[src/rtl/spull_pkg.sv]
package spull_pkg;

    localparam int ADDR_W     = 16;
    localparam int BYTE_W     = 8;
    localparam int WORD_W     = 2 * BYTE_W;
    localparam int NUM_STEPS  = 12;
    localparam int STEP_W     = $clog2(NUM_STEPS);
    localparam int ESTATE_BIT = BYTE_W - 1;

    localparam logic [STEP_W-1:0] STEP_CC    = '0;
    localparam logic [STEP_W-1:0] STEP_PC_HI = STEP_W'(NUM_STEPS - 2);
    localparam logic [STEP_W-1:0] STEP_LAST  = STEP_W'(NUM_STEPS - 1);

    typedef enum logic [2:0] {
        RG_CC = 3'd0,
        RG_A  = 3'd1,
        RG_B  = 3'd2,
        RG_DP = 3'd3,
        RG_X  = 3'd4,
        RG_Y  = 3'd5,
        RG_U  = 3'd6,
        RG_PC = 3'd7
    } reg_id_e;

    typedef enum logic [1:0] {
        ST_IDLE,
        ST_GAP,
        ST_POP,
        ST_FIN
    } seq_st_e;

    typedef struct packed {
        reg_id_e id;
        logic    wide;
        logic    low;
    } pop_slot_t;

    function automatic pop_slot_t slot_of(input logic [STEP_W-1:0] s);
        pop_slot_t r;
        case (s)
            4'd0:    r = '{id: RG_CC, wide: 1'b0, low: 1'b1};
            4'd1:    r = '{id: RG_A,  wide: 1'b0, low: 1'b1};
            4'd2:    r = '{id: RG_B,  wide: 1'b0, low: 1'b1};
            4'd3:    r = '{id: RG_DP, wide: 1'b0, low: 1'b1};
            4'd4:    r = '{id: RG_X,  wide: 1'b1, low: 1'b0};
            4'd5:    r = '{id: RG_X,  wide: 1'b1, low: 1'b1};
            4'd6:    r = '{id: RG_Y,  wide: 1'b1, low: 1'b0};
            4'd7:    r = '{id: RG_Y,  wide: 1'b1, low: 1'b1};
            4'd8:    r = '{id: RG_U,  wide: 1'b1, low: 1'b0};
            4'd9:    r = '{id: RG_U,  wide: 1'b1, low: 1'b1};
            4'd10:   r = '{id: RG_PC, wide: 1'b1, low: 1'b0};
            default: r = '{id: RG_PC, wide: 1'b1, low: 1'b1};
        endcase
        return r;
    endfunction

    function automatic logic is_wide_id(input logic [2:0] id);
        return id >= 3'(RG_X);
    endfunction

endpackage

[src/rtl/spull_ctrl.sv]
module spull_ctrl
    import spull_pkg::*;
(
    input  logic      clk,
    input  logic      rst,
    input  logic      start,
    input  logic      ret_irq,
    input  logic      es_flag,
    output logic      busy,
    output logic      pop,
    output logic      load,
    output logic      done,
    output pop_slot_t slot
);

    seq_st_e           state_q;
    logic [STEP_W-1:0] step_q;

    assign busy = (state_q != ST_IDLE);
    assign pop  = (state_q == ST_POP);
    assign load = start && (state_q == ST_IDLE);
    assign slot = slot_of(step_q);

    always_ff @(posedge clk) begin
        if (rst) begin
            state_q <= ST_IDLE;
            step_q  <= '0;
            done    <= 1'b0;
        end else begin
            done <= 1'b0;
            case (state_q)
                ST_IDLE: begin
                    if (start) begin
                        if (ret_irq) begin
                            state_q <= ST_POP;
                            step_q  <= STEP_CC;
                        end else begin
                            state_q <= ST_GAP;
                        end
                    end
                end
                ST_GAP: begin
                    state_q <= ST_POP;
                    step_q  <= STEP_PC_HI;
                end
                ST_POP: begin
                    if (step_q == STEP_LAST) begin
                        state_q <= ST_FIN;
                    end else if (step_q == STEP_CC && !es_flag) begin
                        step_q <= STEP_PC_HI;
                    end else begin
                        step_q <= step_q + 1'b1;
                    end
                end
                ST_FIN: begin
                    done    <= 1'b1;
                    state_q <= ST_IDLE;
                end
                default: state_q <= ST_IDLE;
            endcase
        end
    end

    // leaving reset, nothing is running
    a_r10_idle_after_reset: assert property (@(posedge clk)
        rst |=> (!busy && !done));

    // the cycle after the gap is always a pop
    a_r1_gap_then_pop: assert property (@(posedge clk) disable iff (rst)
        (state_q == ST_GAP) |=> pop);

endmodule

[src/rtl/spull_sp.sv]
module spull_sp
    import spull_pkg::*;
(
    input  logic              clk,
    input  logic              rst,
    input  logic              load,
    input  logic [ADDR_W-1:0] load_val,
    input  logic              inc,
    output logic [ADDR_W-1:0] sp
);

    always_ff @(posedge clk) begin
        if (rst) begin
            sp <= '0;
        end else if (load) begin
            sp <= load_val;
        end else if (inc) begin
            sp <= sp + 1'b1;
        end
    end

    // every pop advances the pointer by one, modulo 2^16
    a_r2_sp_step: assert property (@(posedge clk) disable iff (rst)
        inc |=> (sp == ADDR_W'($past(sp) + 1'b1)));

    // a reload never happens in a pop cycle
    a_r9_no_reload_mid: assert property (@(posedge clk) disable iff (rst)
        inc |-> !load);

endmodule

[src/rtl/spull_join.sv]
module spull_join
    import spull_pkg::*;
(
    input  logic              clk,
    input  logic              rst,
    input  logic              pop,
    input  pop_slot_t         slot,
    input  logic [BYTE_W-1:0] rdata,
    output logic              wr_en,
    output logic [2:0]        wr_sel,
    output logic [WORD_W-1:0] wr_data
);

    logic [BYTE_W-1:0] hi_q;

    always_ff @(posedge clk) begin
        if (rst) begin
            hi_q    <= '0;
            wr_en   <= 1'b0;
            wr_sel  <= '0;
            wr_data <= '0;
        end else begin
            wr_en <= 1'b0;
            if (pop) begin
                if (slot.wide && !slot.low) begin
                    hi_q <= rdata;
                end else begin
                    wr_en   <= 1'b1;
                    wr_sel  <= slot.id;
                    wr_data <= slot.wide ? {hi_q, rdata}
                                         : {{(WORD_W-BYTE_W){1'b0}}, rdata};
                end
            end
        end
    end

    // the upper half of a wide value is the byte read two cycles earlier
    a_r6_upper_first: assert property (@(posedge clk) disable iff (rst)
        (wr_en && is_wide_id(wr_sel)) |-> (wr_data[WORD_W-1:BYTE_W] == $past(rdata, 2)));

    // a write always follows a read in the previous cycle
    a_r7_write_after_read: assert property (@(posedge clk) disable iff (rst)
        wr_en |-> $past(pop));

endmodule

[src/rtl/stack_unwind_seq.sv]
module stack_unwind_seq
    import spull_pkg::*;
(
    input  logic              clk,
    input  logic              rst,
    input  logic              start,
    input  logic              ret_irq,
    input  logic [ADDR_W-1:0] sp_in,
    output logic              mem_rd,
    output logic [ADDR_W-1:0] mem_addr,
    input  logic [BYTE_W-1:0] mem_rdata,
    output logic [ADDR_W-1:0] sp_out,
    output logic              wr_en,
    output logic [2:0]        wr_sel,
    output logic [WORD_W-1:0] wr_data,
    output logic              done
);

    logic      busy;
    logic      load;
    pop_slot_t slot;

    spull_ctrl u_ctrl (
        .clk     (clk),
        .rst     (rst),
        .start   (start),
        .ret_irq (ret_irq),
        .es_flag (mem_rdata[ESTATE_BIT]),
        .busy    (busy),
        .pop     (mem_rd),
        .load    (load),
        .done    (done),
        .slot    (slot)
    );

    spull_sp u_sp (
        .clk      (clk),
        .rst      (rst),
        .load     (load),
        .load_val (sp_in),
        .inc      (mem_rd),
        .sp       (sp_out)
    );

    spull_join u_join (
        .clk     (clk),
        .rst     (rst),
        .pop     (mem_rd),
        .slot    (slot),
        .rdata   (mem_rdata),
        .wr_en   (wr_en),
        .wr_sel  (wr_sel),
        .wr_data (wr_data)
    );

    assign mem_addr = sp_out;

    // done comes only right after the program-counter write
    a_r8_done_after_pc: assert property (@(posedge clk) disable iff (rst)
        done |-> ($past(wr_en) && $past(wr_sel) == 3'(RG_PC)));

    // a clear saved-everything flag sends the next pop to the PC upper byte
    a_r4_short_skip: assert property (@(posedge clk) disable iff (rst)
        (wr_en && wr_sel == 3'(RG_CC) && !wr_data[ESTATE_BIT])
            |-> (mem_rd && slot.id == RG_PC && !slot.low));

    // done and a read are never both active
    a_r8_done_quiet: assert property (@(posedge clk) disable iff (rst)
        $onehot0({done, mem_rd, busy && done}));

endmodule

[config.mk]
export PLATFORM = sky130hd
export DESIGN_NAME = stack_unwind_seq
export DESIGN_NICKNAME = d
export VERILOG_FILES = /design/src/rtl/spull_pkg.sv /design/src/rtl/spull_ctrl.sv /design/src/rtl/spull_sp.sv /design/src/rtl/spull_join.sv /design/src/rtl/stack_unwind_seq.sv
export SDC_FILE = /design/constraint.sdc
export NUM_CORES = 1
export LEC_CHECK = 0
export BUFFER_PORTS_ARGS = -buffer_cell sky130_fd_sc_hd__buf_2
export CAP_MARGIN = 10
export CORE_UTILIZATION = 54
export CTS_BUF_LIST = sky130_fd_sc_hd__clkbuf_16
export DETAILED_ROUTE_END_ITERATION = 7
export PLACE_DENSITY = 0.86
export SETUP_SLACK_MARGIN = 0.3
export SLEW_MARGIN = 20
export SYNTH_ARGS = -nofsm -noshare
export SYNTH_HDL_FRONTEND = slang
export SYNTH_SLANG_ARGS = --single-unit
[constraint.sdc]
create_clock -name clk -period 4.4 [get_ports clk]
set_input_delay 0.44 -clock clk [delete_from_list [all_inputs] [get_ports clk]]
set_output_delay 0.44 -clock clk [all_outputs]
set_load 0.02 [all_outputs]
==> flow_metrics.py <==
metrics = {
    "cells_and_area": {
        "finalNetCount": 387,
        "register_area_sq_mm": 0.001101,
        "utilization": 0.6709,
        "fillCellCount": 355,
        "syn_to_final_growth_pct": 18.23,
        "antenna_cells": 0,
        "drive_gt1_frac": 0.2670,
        "multi_input_area_sq_mm": 0.001204,
    },
    "clocking": {
        "cts-root-buf": "clkbuf_16",
        "post_cts_resized": 0,
        "htree_levels": 2,
        "cts_made_buffers": 5,
        "path_clk_slew_ns": 0.07,
        "clock-sinks": 55,
        "clock_latency_ns": 0.29,
        "cts_tree": "yes",
        "postCtsSetupBuffers": 0,
        "cts_buffer_depth": 2,
        "hold_buffers": 0,
    },
    "drt": {
        "wire_per_inst_um": 13.24,
        "wl_mm": 5.348,
        "ant_nets": 0,
        "vias": 2204,
        "drtIter0Drc": 123,
        "drc_errors": 0,
        "viasPerCell": 5.455,
        "dr.pass1.iters": 4,
    },
    "global_route": {
        "grt_pass1_wl_mm": 8.949,
        "grt_max_degree": 56,
        "antenna_found_initial": 0,
        "grt_pass1_vias": 2024,
        "grt.total_usage": 0.2284,
        "grt_overflow": 0,
    },
    "floorplan": {
        "fp.coreArea_sq_mm": 0.004414,
        "dieArea_sq_mm": 0.004915,
        "die_y_um": 70.11,
        "die_w_um": 70.11,
        "floorplan.initialDensity": 0.5675,
        "io-pin-count": 82,
        "num_rows": 24,
    },
    "worst_setup_path": {
        "slowest_delay_ns": 0.53,
        "required_ns": 4.58,
        "worst_setup_path_start_kind": "flop",
        "worstReg2RegStart": "u_ctrl.state_q[0]",
        "path_max_fanout": 16,
        "cp_slowest_cell": "a311oi_2",
        "startpoint": "u_ctrl.state_q[0]",
        "crit_path_end": "u_ctrl.slot[0]",
        "path_cells": "inv_1 -> ha_1 -> nor3_1 -> a311oi_2 -> o21ai_0 -> a22oi_2 -> xnor2_1 -> or3_1",
        "worstSetupPathType": "flop to flop",
        "worstPathArrival_ns": 2.88,
        "worstSetupEndpointType": "flop",
        "regToRegEndpoint": "u_ctrl.slot[0]",
        "critPathBufInv": 1,
        "path_delay_family": "compound AO/OA/AOI/OAI gates",
        "worst-path-stages": 8,
        "reg2reg_slack_ns": 1.69,
        "ff2ff_path_depth": 8,
    },
    "synthesis": {
        "synth_edf_count": 0,
        "ys.flop_type": "dfxtp_1",
        "synth_most_common_cell": "dfxtp_1",
        "syn_avg_cell_area_sq_um": 8.491,
        "yosys_warnings": 0,
        "yosys-top-cells-count": "dfxtp_1, nand2_1, nor2_1, a21oi_1, buf_4",
        "synth_fp_nets": 331,
        "synth_cell_types": 35,
        "synth.ff_latch_count": 55,
        "syn_inst": 295,
        "synth-seq-area-share": 0.4396,
        "synth_top_area_frac": 0.4396,
        "ys_async_sr_fraction": 0,
        "synth_area_leaders": "dfxtp_1, nand2_1, nor2_1",
        "yosysTopAreaCell": "dfxtp_1",
        "mappedNetlistArea_sq_mm": 0.002505,
    },
    "sta": {
        "whs_ns": 0.3882,
        "relSlewSlack": 0.3748,
        "worst_pin_slew_ns": 0.9378,
        "fin_crit_sh": 0.6152,
        "hold_viol": 0,
        "grt_setup_unrepaired": "no",
        "fin_setup_tns_ns": 0,
        "slew_violations": 0,
        "fin_skew_ns": 0.004923,
        "fmax_ghz": 0.3694,
        "setup_viol": 0,
        "final.min_clock_period_ns": 2.707,
    },
    "power": {
        "p_per_area_mw_per_mm2": 619.4,
        "vdd_drop_max_uv": 263.2,
        "fin_total_pwr_uw": 1834,
        "p_leak_uw": 0.001365,
    },
    "place": {
        "hpwl_mm": 3.736,
        "place_congestion": 0.8506,
        "portBuffers": 81,
    },
    "hold_path": {
        "worstHoldPathType": "input port to flop",
        "hold_start": "mem_rdata[2]",
    },
    "run_status": {
        "status": "finished clean",
    },
    "run": {
        "cap_violations": 0,
    },
}
## state kept, by name, summed over array words and instances, names as in the netlist
name and count:
u_sp.sp 16, u_join.hi_q 8, u_ctrl.done 1, u_ctrl.state_q 2, u_join.wr_sel 3, u_ctrl.step_q 4
u_join.wr_en 1, u_join.wr_data 16, u_ctrl.slot 4
## layout by cell type, fill, tap and decap left out, types with 2 or more instances in the layout
master      n
a211oi_1   13
a21oi_1    24
and2_1      2
and3_1      4
buf_2      81
clkbuf_16   5
dfxtp_1    55
ha_1        8
inv_1       6
mux2i_1    11
nand2_1    44
nand3_1    12
nand4_1     3
nor2_1     37
nor2b_1     4
nor3_1      6
o21ai_0     3
or3_1       2
xnor2_1     6
xor2_1     10
## cell type report
| cell class | instances | area share |
|---|---|---|
| flip-flops and latches | 55 | 0.3718 |
| multi-input cells | 203 | 0.4064 |
| well taps | 52 | 0.02197 |
| inverters | 5 | 0.006337 |
| clock buffers | 5 | 0.04225 |
| repair buffers | 81 | 0.1369 |
| clock inverters | 3 | 0.01436 |
## worst min-delay path by stage
stage	endpoint	slack, ns	cells past startpoint
after floorplan	u_join.wr_sel[0]	0.42	2
after global placement	u_join.wr_sel[1]	0.43	2
after detailed placement	u_join.wr_sel[1]	0.44	2
after CTS	u_join.wr_data[2]	0.39	3
after global routing	u_join.wr_data[2]	0.39	3
final	u_join.hi_q[2]	0.39	3
## stage by stage
step / instances / setup slack, ns / instance area [sq um]
6_report: 404 / 1.693 / 2962
5_1_grt: 404 / 1.519 / 2962
4_1_cts: 404 / 1.771 / 2962
3_5_place_dp: 396 / 1.798 / 2794
3_3_place_gp: 396 / 1.957 / 2794
2_1_floorplan: 295 / 2.176 / 2505
## kinds of logic (layout without fill, tap and decap cells)
logic type      count (synthesis)  after routing  share of synthesized area
buf+inv                        37             94                    0.07992
xor+xnor                       16             16                    0.05594
mux                            11             11                    0.04396
flops                          55             55                     0.4396
compound gates                 48             48                     0.1254
fa+ha+maj                       8              8                    0.03996
simple gates                  120            120                     0.2153
## worst register-to-register path, stage by stage (launching register included)
cell	delay (ns)
dfxtp_1	0.34
inv_1	0.11
ha_1	0.52
nor3_1	0.16
a311oi_2	0.53
o21ai_0	0.24
a22oi_2	0.27
xnor2_1	0.12
or3_1	0.31
## report_power, final
| part | switching (uW) | internal (uW) | total, uW |
|---|---|---|---|
| clock | 175 | 269 | 444 |
| sequential | 95.6 | 592 | 687 |
| combinational | 452 | 251 | 703 |
| total | 723 | 1110 | 1830 |
## routing by layer
layer  global-route usage  up-vias  part of all wire
li1                     -     1092                 -
met1               0.2822     1012              0.44
met2               0.3846       93              0.48
met3              0.06205        7             0.064
met4              0.07556        0             0.012
met5                    0        -                 0
No activity file was read; power rests on OpenSTA's default activity.
